## src/rtl/intclk_pkg.sv

```systemverilog
// Package shared by the clock selector: the handover state encoding.
package intclk_pkg;
    // Handover phases: running, waiting for old source to fall, parked low.
    typedef enum logic [1:0] {
        HS_RUN  = 2'd0,
        HS_WAIT = 2'd1,
        HS_PARK = 2'd2
    } hs_state_t;
endpackage

```

## src/rtl/intclk_sources.sv

```systemverilog
// Source level generator.
// What: runs the postscaler counter on the fast clock, synchronizes the slow
// clock, and presents one level bit and one falling-edge pulse per code.
// Assumes: code 0 is the slow source, the top code is the undivided fast
// source (its level is not represented; it falls once every cycle), and code k
// in between divides by 2^(NSRC-1-k).
module intclk_sources #(
    parameter int SEL_W = 3
) (
    input  logic                    clk,
    input  logic                    rst_n,
    input  logic                    clk_slow,
    output logic [(1<<SEL_W)-1:0]   src_lvl,
    output logic [(1<<SEL_W)-1:0]   src_fall
);
    localparam int NSRC  = 1 << SEL_W;
    localparam int DIV_W = NSRC - 2;

    logic [DIV_W-1:0] div_cnt;
    logic             slow_meta, slow_sync;
    logic [NSRC-2:0]  lvl_d;

    // Postscaler counter: each bit is one divided rate.
    always_ff @(posedge clk) begin
        if (!rst_n) div_cnt <= '0;
        else        div_cnt <= div_cnt + 1'b1;
    end

    // Two-flop synchronizer bringing the slow source into the fast domain.
    always_ff @(posedge clk) begin
        if (!rst_n) begin
            slow_meta <= 1'b0;
            slow_sync <= 1'b0;
        end else begin
            slow_meta <= clk_slow;
            slow_sync <= slow_meta;
        end
    end

    assign src_lvl[0]      = slow_sync;
    assign src_lvl[NSRC-1] = 1'b0;

    // Divided codes take counter bits, slowest rate on the lowest code.
    for (genvar k = 1; k <= NSRC - 2; k++) begin : g_div
        assign src_lvl[k] = div_cnt[NSRC-2-k];
    end

    // One-cycle delayed copy of the levels for falling-edge detection.
    always_ff @(posedge clk) begin
        if (!rst_n) lvl_d <= '0;
        else        lvl_d <= src_lvl[NSRC-2:0];
    end

    assign src_fall = {1'b1, lvl_d & ~src_lvl[NSRC-2:0]};
endmodule

```

## src/rtl/intclk_handover.sv

```systemverilog
// Handover sequencer.
// What: holds the requested and active codes, parks the output on the old
// source's falling edge, counts EDGES falls of the new source, then routes it.
// Assumes: src_fall pulses are one fast cycle wide; the top code means the
// undivided fast source, which is passed on as a gate request, not a level.
module intclk_handover
    import intclk_pkg::*;
#(
    parameter int SEL_W = 3,
    parameter int EDGES = 8
) (
    input  logic                          clk,
    input  logic                          rst_n,
    input  logic                          wr_en,
    input  logic [SEL_W-1:0]              wr_code,
    input  logic [(1<<SEL_W)-1:0]         src_lvl,
    input  logic [(1<<SEL_W)-1:0]         src_fall,
    output logic                          out_lvl,
    output logic                          gate_fast,
    output logic                          done,
    output logic [SEL_W-1:0]              from_code,
    output logic [SEL_W-1:0]              to_code,
    output logic                          parked,
    output logic                          restart,
    output logic [$clog2(EDGES)-1:0]      edge_cnt
);
    localparam int ECNT_W = $clog2(EDGES);
    localparam logic [ECNT_W-1:0] LAST_EDGE = ECNT_W'(EDGES - 1);
    localparam logic [SEL_W-1:0]  FAST_CODE = '1;

    hs_state_t         state_q;
    logic [SEL_W-1:0]  tgt_q, cur_q;
    logic [ECNT_W-1:0] ecnt_q;
    logic              change;

    // Accepted change and completion of the current handover.
    always_comb begin
        change = wr_en && (wr_code != tgt_q);
        done   = (state_q == HS_PARK) && !change && src_fall[tgt_q]
                 && (ecnt_q == LAST_EDGE);
    end

    // Handover state, requested code, active code and edge counter.
    always_ff @(posedge clk) begin
        if (!rst_n) begin
            state_q <= HS_RUN;
            tgt_q   <= '0;
            cur_q   <= '0;
            ecnt_q  <= '0;
        end else begin
            if (change) tgt_q <= wr_code;
            unique case (state_q)
                HS_RUN:  if (change) state_q <= HS_WAIT;
                HS_WAIT: if (src_fall[cur_q]) begin
                    state_q <= HS_PARK;
                    ecnt_q  <= '0;
                end
                HS_PARK: begin
                    if (change) begin
                        ecnt_q <= '0;
                    end else if (src_fall[tgt_q]) begin
                        if (ecnt_q == LAST_EDGE) begin
                            state_q <= HS_RUN;
                            cur_q   <= tgt_q;
                        end else begin
                            ecnt_q <= ecnt_q + 1'b1;
                        end
                    end
                end
                default: state_q <= HS_RUN;
            endcase
        end
    end

    // Output routing: a registered level, or a request to gate the fast clock.
    always_ff @(posedge clk) begin
        if (!rst_n) begin
            out_lvl   <= 1'b0;
            gate_fast <= 1'b0;
        end else begin
            out_lvl   <= (state_q != HS_PARK) && (cur_q != FAST_CODE)
                         && src_lvl[cur_q];
            gate_fast <= (state_q != HS_PARK) && (cur_q == FAST_CODE);
        end
    end

    assign from_code = cur_q;
    assign to_code   = tgt_q;
    assign parked    = (state_q == HS_PARK);
    assign restart   = change;
    assign edge_cnt  = ecnt_q;
endmodule

```

## src/rtl/intclk_settle.sv

```systemverilog
// Stability flag timer.
// What: on a completed handover off code 0 clears the flag and counts
// SETTLE_CYC fast cycles before setting it; landing on code 0 clears it;
// other handovers leave it alone.
// Assumes: SETTLE_CYC >= 1; done is a one-cycle pulse.
module intclk_settle #(
    parameter int SEL_W      = 3,
    parameter int SETTLE_CYC = 32000
) (
    input  logic             clk,
    input  logic             rst_n,
    input  logic             done,
    input  logic [SEL_W-1:0] from_code,
    input  logic [SEL_W-1:0] to_code,
    output logic             stable,
    output logic             settling
);
    localparam int SW = $clog2(SETTLE_CYC + 1);

    logic [SW-1:0] scnt_q;

    // Flag and countdown update.
    always_ff @(posedge clk) begin
        if (!rst_n) begin
            stable   <= 1'b0;
            settling <= 1'b0;
            scnt_q   <= '0;
        end else if (done && (to_code == '0)) begin
            stable   <= 1'b0;
            settling <= 1'b0;
        end else if (done && (from_code == '0)) begin
            stable   <= 1'b0;
            settling <= 1'b1;
            scnt_q   <= SW'(SETTLE_CYC);
        end else if (settling) begin
            if (scnt_q == SW'(1)) begin
                stable   <= 1'b1;
                settling <= 1'b0;
            end else begin
                scnt_q <= scnt_q - 1'b1;
            end
        end
    end
endmodule

```

## src/rtl/intclk_selector.sv

```systemverilog
// Glitch-free internal clock selector, top level.
// What: ties together the source generator, the handover sequencer and the
// stability timer, and forms clk_o from a registered level or a gated fast clock.
// Assumes: clk_slow is far slower than clk_fast; writes come from the
// clk_fast domain; reset is synchronous to clk_fast.
module intclk_selector #(
    parameter int SEL_W          = 3,
    parameter int HANDOVER_EDGES = 8,
    parameter int SETTLE_CYCLES  = 32000
) (
    input  logic             clk_fast,
    input  logic             clk_slow,
    input  logic             rst_n,
    input  logic             wr_en,
    input  logic [SEL_W-1:0] wr_code,
    output logic             clk_o,
    output logic             stable_o
);
    localparam int NSRC   = 1 << SEL_W;
    localparam int ECNT_W = $clog2(HANDOVER_EDGES);

    logic [NSRC-1:0]   src_lvl, src_fall;
    logic              out_lvl_q, gate_p, gate_n_q;
    logic              done, parked, restart, settling;
    logic [SEL_W-1:0]  cur_code, tgt_code;
    logic [ECNT_W-1:0] edge_cnt;

    intclk_sources #(.SEL_W(SEL_W)) u_src (
        .clk      (clk_fast),
        .rst_n    (rst_n),
        .clk_slow (clk_slow),
        .src_lvl  (src_lvl),
        .src_fall (src_fall)
    );

    intclk_handover #(.SEL_W(SEL_W), .EDGES(HANDOVER_EDGES)) u_hand (
        .clk       (clk_fast),
        .rst_n     (rst_n),
        .wr_en     (wr_en),
        .wr_code   (wr_code),
        .src_lvl   (src_lvl),
        .src_fall  (src_fall),
        .out_lvl   (out_lvl_q),
        .gate_fast (gate_p),
        .done      (done),
        .from_code (cur_code),
        .to_code   (tgt_code),
        .parked    (parked),
        .restart   (restart),
        .edge_cnt  (edge_cnt)
    );

    intclk_settle #(.SEL_W(SEL_W), .SETTLE_CYC(SETTLE_CYCLES)) u_settle (
        .clk       (clk_fast),
        .rst_n     (rst_n),
        .done      (done),
        .from_code (cur_code),
        .to_code   (tgt_code),
        .stable    (stable_o),
        .settling  (settling)
    );

    // Fast-path enable retimed to the falling edge so it moves while clk_fast is low.
    always_ff @(negedge clk_fast) begin
        if (!rst_n) gate_n_q <= 1'b0;
        else        gate_n_q <= gate_p;
    end

    assign clk_o = (clk_fast & gate_n_q) | out_lvl_q;
endmodule

```

## config.mk

```make
export PLATFORM = sky130hd
export DESIGN_NAME = intclk_selector
export DESIGN_NICKNAME = d
export VERILOG_FILES = /design/src/rtl/intclk_pkg.sv /design/src/rtl/intclk_sources.sv /design/src/rtl/intclk_handover.sv /design/src/rtl/intclk_settle.sv /design/src/rtl/intclk_selector.sv
export SDC_FILE = /design/constraint.sdc
export NUM_CORES = 1
export LEC_CHECK = 0
export BUFFER_PORTS_ARGS = -buffer_cell sky130_fd_sc_hd__buf_2
export CAP_MARGIN = 20
export CORE_AREA = 5 5 92 94
export CTS_CLUSTER_DIAMETER = 30
export CTS_CLUSTER_SIZE = 16
export DETAILED_ROUTE_END_ITERATION = 12
export DIE_AREA = 0 0 97 99
export GPL_TIMING_DRIVEN = 0
export SYNTH_ARGS = -nofsm -noshare
export SYNTH_HDL_FRONTEND = slang
export SYNTH_SLANG_ARGS = --single-unit
```

## constraint.sdc

```tcl
create_clock -name clk_fast -period 3 [get_ports clk_fast]
set_input_delay 0.45 -clock clk_fast [delete_from_list [all_inputs] [get_ports clk_fast]]
set_output_delay 0.45 -clock clk_fast [all_outputs]
set_load 0.1 [all_outputs]
```

Word-level counts from Yosys, hierarchy flattened
Cells that the tools add are included.

storage, ports and cells
  output and inout port bits = 2
  logic and storage cells = 87
  bits in registers = 46
  input bits = 7

operators by class
  magnitude comparators = 2
  equality and inequality tests = 16
  add/sub/neg operators = 3
  reduce and logical (&&, ||, !) cells = 22
  bitwise operators = 7
  muxes and demuxes = 23

operators by type and width
  cell                                                number
  2-to-1 mux 15 bit                                   3
  == test 15 x 1 -> 1 bit, second input constant      1
  subtractor 15 x 1 -> 15 bit, second input constant  1
  2-to-1 mux 3 bit                                    4
  2-to-1 mux 2 bit                                    5
  binary-select mux 1 bit (select 3 bit)              3
  logical AND 1 bit                                   9
  < comparator 3 x 4 -> 1 bit, second input constant  2
  != test 2 x 1 -> 1 bit, second input constant       4
  AND reduction 4 bit                                 2
  AND 7 bit                                           1
  NOT 7 bit                                           1
  adder 6 x 1 -> 6 bit, second input constant         1
  == test 3 bit, second input constant                2
  zero test 3 bit                                     2
  2-to-1 mux 1 bit                                    6
  != test 2 bit, second input constant                3
  != test 3 bit, second input constant                2
  one-hot mux 2 bit (3 select lines)                  1
  one-hot mux 3 bit (2 select lines)                  1
  AND reduction 5 bit                                 1
  nonzero test 2 bit                                  2
  adder 3 x 1 -> 3 bit, second input constant         1
  != test 3 x 1 -> 1 bit, second input constant       1
  12 further kinds                                    14

Logic depth before layout (Yosys ltp)
  depth after elaboration = 9
  depth in mapped cells = 9
  mapped depth without buffers = 7

Hierarchy
Synthesis repeated with hierarchy kept, for this count alone.

second synthesis, totals
  cell total of the unflattened synthesis = 289
  area total of the unflattened synthesis = 2,612.5 µm²

modules (own cells, without submodules)
  module           instances  cells each  seq. area each (µm²)  area each (µm²)
  intclk_settle    1          132         340.3                 1,059.8
  intclk_handover  1          101         260.2                 969.7
  intclk_sources   1          52          300.3                 545.5
  intclk_selector  1          4           20.0                  37.5

==> flow_summary.toml <==
[sta]
slew_headroom = 0.4865
finalSetupTns_ns = -0.05620
setup_viol = 1
rsz0062_at_grt = "true"
tightestPinTransition_ns = 0.7622
worst_slack_ns = -0.05620
fin_skew_ns = 0.06614
drv_slew = 0
finalHoldViolCount = 0

[final_layout]
num-nets-final = 277
final_common_cell = "dfxtp_1"
most-common-layout-cells = "dfxtp_1 (46), nor2_1 (24), a21oi_1 (13), and2_1 (11)"
drive_above_1_share = 0.1541
insertedDiodeCount = 0
syn2layout_area_growth_pct = 14.09
num-fill-cells = 789

[logic_synthesis]
synth-seq-cells = 46
yosysTopAreaCell = "dfxtp_1"
synth_cell_types = 60
ys.flop_type = "dfxtp_1"
synthSimpleGateAreaFrac = 0.2712
synth_edf_count = 0
synth_top_area_frac = 0.3944
syn_inst = 247
yosys_warnings = 0
syn_avg_cell_area_um2 = 9.452
synth_compound_area_frac = 0.1795
synthAdderAreaFrac = 0.02680
synth_top_family_by_area = "simple AND/OR/NAND/NOR gates"
post_synth_instance_area_mm2 = 0.002335
syn_nets = 259
muxShareOfSynthArea = 0.05413
ys_async_sr_fraction = 0
ys_seq_area_frac = 0.3944
synthXorXnorAreaFrac = 0.02626
synthTopCellsByArea = "dfxtp_1 (39%), nor2_1 (3.9%), mux2i_1 (3.0%)"

[die]
chipHeight_um = 99
fp.dieArea_mm2 = 0.009603
io_pins = 9
row_count = 32
start_util = 0.3085
core_mm2 = 0.007567
die_w_um = 97

[placed_design]
port_buffers = 8
gp_congestion = 0.7703
place_ws_ns = 0.2551
hpwl_um = 3575

[pwr]
p_leak_nw = 0.9882
swShare = 0.2397
power.internal_w = 0.0009572
p_clk_frac = 0.431
max-vdd-ir-drop_v = 0.0002422
finalPower_w = 0.001259
powerDensity_mw_per_mm2 = 472.6
seq_power_share = 0.500
power_frac_comb = 0.068
p_switching_w = 0.0003018

[drt]
drc_errors = 0
num_vias = 1866
drtIter0Drc = 98
first_pass_iters = 4
routed_wl_um = 4940
ant_nets = 0
wire_per_inst_um = 13.42
vias_per_cell = 5.071

[worst_setup_path]
critPathBufInv = 1
critPathLaunchType = "flop"
path_max_fanout = 1
critical_path.slowest_cell = "dfxtp_1"
cp.required_ns = 2.55
path_cells = "a21o_1, buf_12"
critical_path_class = "reg -> out"
path_delay_family = "flip-flops"
max_stage_delay_ns = 0.29
crit_path_end_kind = "output pin"
cp.arrival_ns = 2.61

[cts]
cts_tree = "yes"
postCtsHoldBufs = 0
clk_latency_ns = 0.47
path_clk_slew_ns = 0.09
postCtsSetupBuffers = 0

[run]
cap_violations = 0

[global_routing]
grt_util_all_layers = 0.1082
grt_max_degree = 15
grt_pass1_vias = 1846
antenna_found_initial = 0
overflow = 0
grt_pass1_wl_um = 8500

[min_path]
hp-class = "in -> reg"

[status]
outcome = "finished, violations left"
violations = "negative setup slack"
cell usage after synthesis (3+ instances only):
cell type / n
a21oi_1: 13
a31oi_1: 4
and2_1: 11
buf_6: 4
clkbuf_1: 6
dfxtp_1: 46
ha_1: 5
inv_1: 6
mux2i_1: 7
nand2_1: 3
nand2b_1: 5
nand3_1: 4
nand3b_1: 3
nand4_1: 3
nor2_1: 24
nor2b_1: 3
nor3_1: 10
nor3b_1: 5
nor4b_1: 3
o21ai_0: 7
o21ai_1: 3
o31ai_1: 6
o41ai_1: 4
or3_1: 5
or4_1: 9
xor2_1: 5
worst register-to-register path, cell delays in order (launching register included):
cell	delay [ns]
dfxtp_1	0.32
buf_6	0.14
xor2_1	0.18
o31ai_4	0.39
nand4_4	0.18
o21ai_0	0.64
a311oi_1	0.19
a211oi_1	0.24
power groups by stage:
stage	logic (W)	registers, W	clock network (W)
3_5_place_dp	0.0000867	0.000645	0.00000741
4_1_cts	0.0000871	0.000630	0.000556
5_1_grt	0.0000963	0.000632	0.000590
2_1_floorplan	0.0000652	0.000642	0.00000714
3_3_place_gp	0.0000851	0.000644	0.00000741
6_report	0.0000857	0.000630	0.000543
cell type report:
| type | instances | area, um^2 | share of cell area |
|---|---|---|---|
| Timing Repair Buffer | 7 | 35.03 | 0.01315 |
| Tap cell | 102 | 127.6 | 0.04791 |
| Clock inverter | 2 | 12.51 | 0.004697 |
| Buffer | 14 | 88.84 | 0.03335 |
| Clock buffer | 11 | 157.7 | 0.05918 |
| Multi-Input combinational cell | 181 | 1303 | 0.4890 |
| Inverter | 5 | 18.77 | 0.007046 |
| Sequential cell | 46 | 920.9 | 0.3457 |
registers in the layout (all words and copies together), names as in the netlist, 2 cells and up:
name	count
u_settle.scnt_q	15
u_hand.to_code	3
u_hand.from_code	3
u_src.div_cnt	6
u_src.lvl_d	7
u_hand.edge_cnt	3
u_hand.state_q	2
per-stage QoR:
stage	instances	hold slack (ns)	cell area [um^2]	utilization
after floorplan	247	0.4118	2335	-
after global placement	357	0.4166	2502	0.3307
after detailed placement	357	0.4193	2502	0.3307
after CTS	368	0.2326	2664	0.3520
after global routing	368	0.2411	2664	0.3520
final	368	0.2396	2664	0.3520
final timing paths:
| check | startpoint | to | slack (ns) | depth (start not counted) |
|---|---|---|---|---|
| min | clk_slow | u_src.slow_meta | 0.24 | 2 |
| min reg2reg | u_src.slow_meta | u_src.slow_sync | 0.44 | 1 |
| max reg2reg | u_hand.to_code[0] | u_settle.scnt_q[11] | 0.63 | 7 |
| max | gate_n_q | clk_o | -0.06 | 2 |
cells by family after synthesis:
group                      count (synthesis)
adders and majority gates                  5
xor gates and xnor gates                   7
and+or+nand+nor                          104
buffers and inverters                     20
DFF                                       46
AOI/OAI and AO/OA                         55
muxes                                     10
layer usage:
metal	wire length [um]	GRT usage	vias to the layer above
met4	105	0.05400	0
li1	-	-	948
met5	0	0	-
met1	2314	0.1310	880
met2	2360	0.1810	24
met3	160	0.02406	14
what timing repair did:
action,in CTS,in global routing
cloned,0,0
endpoints found under the setup margin,1,1
resized for setup,4,0
Power figures use the tool's default switching activity.
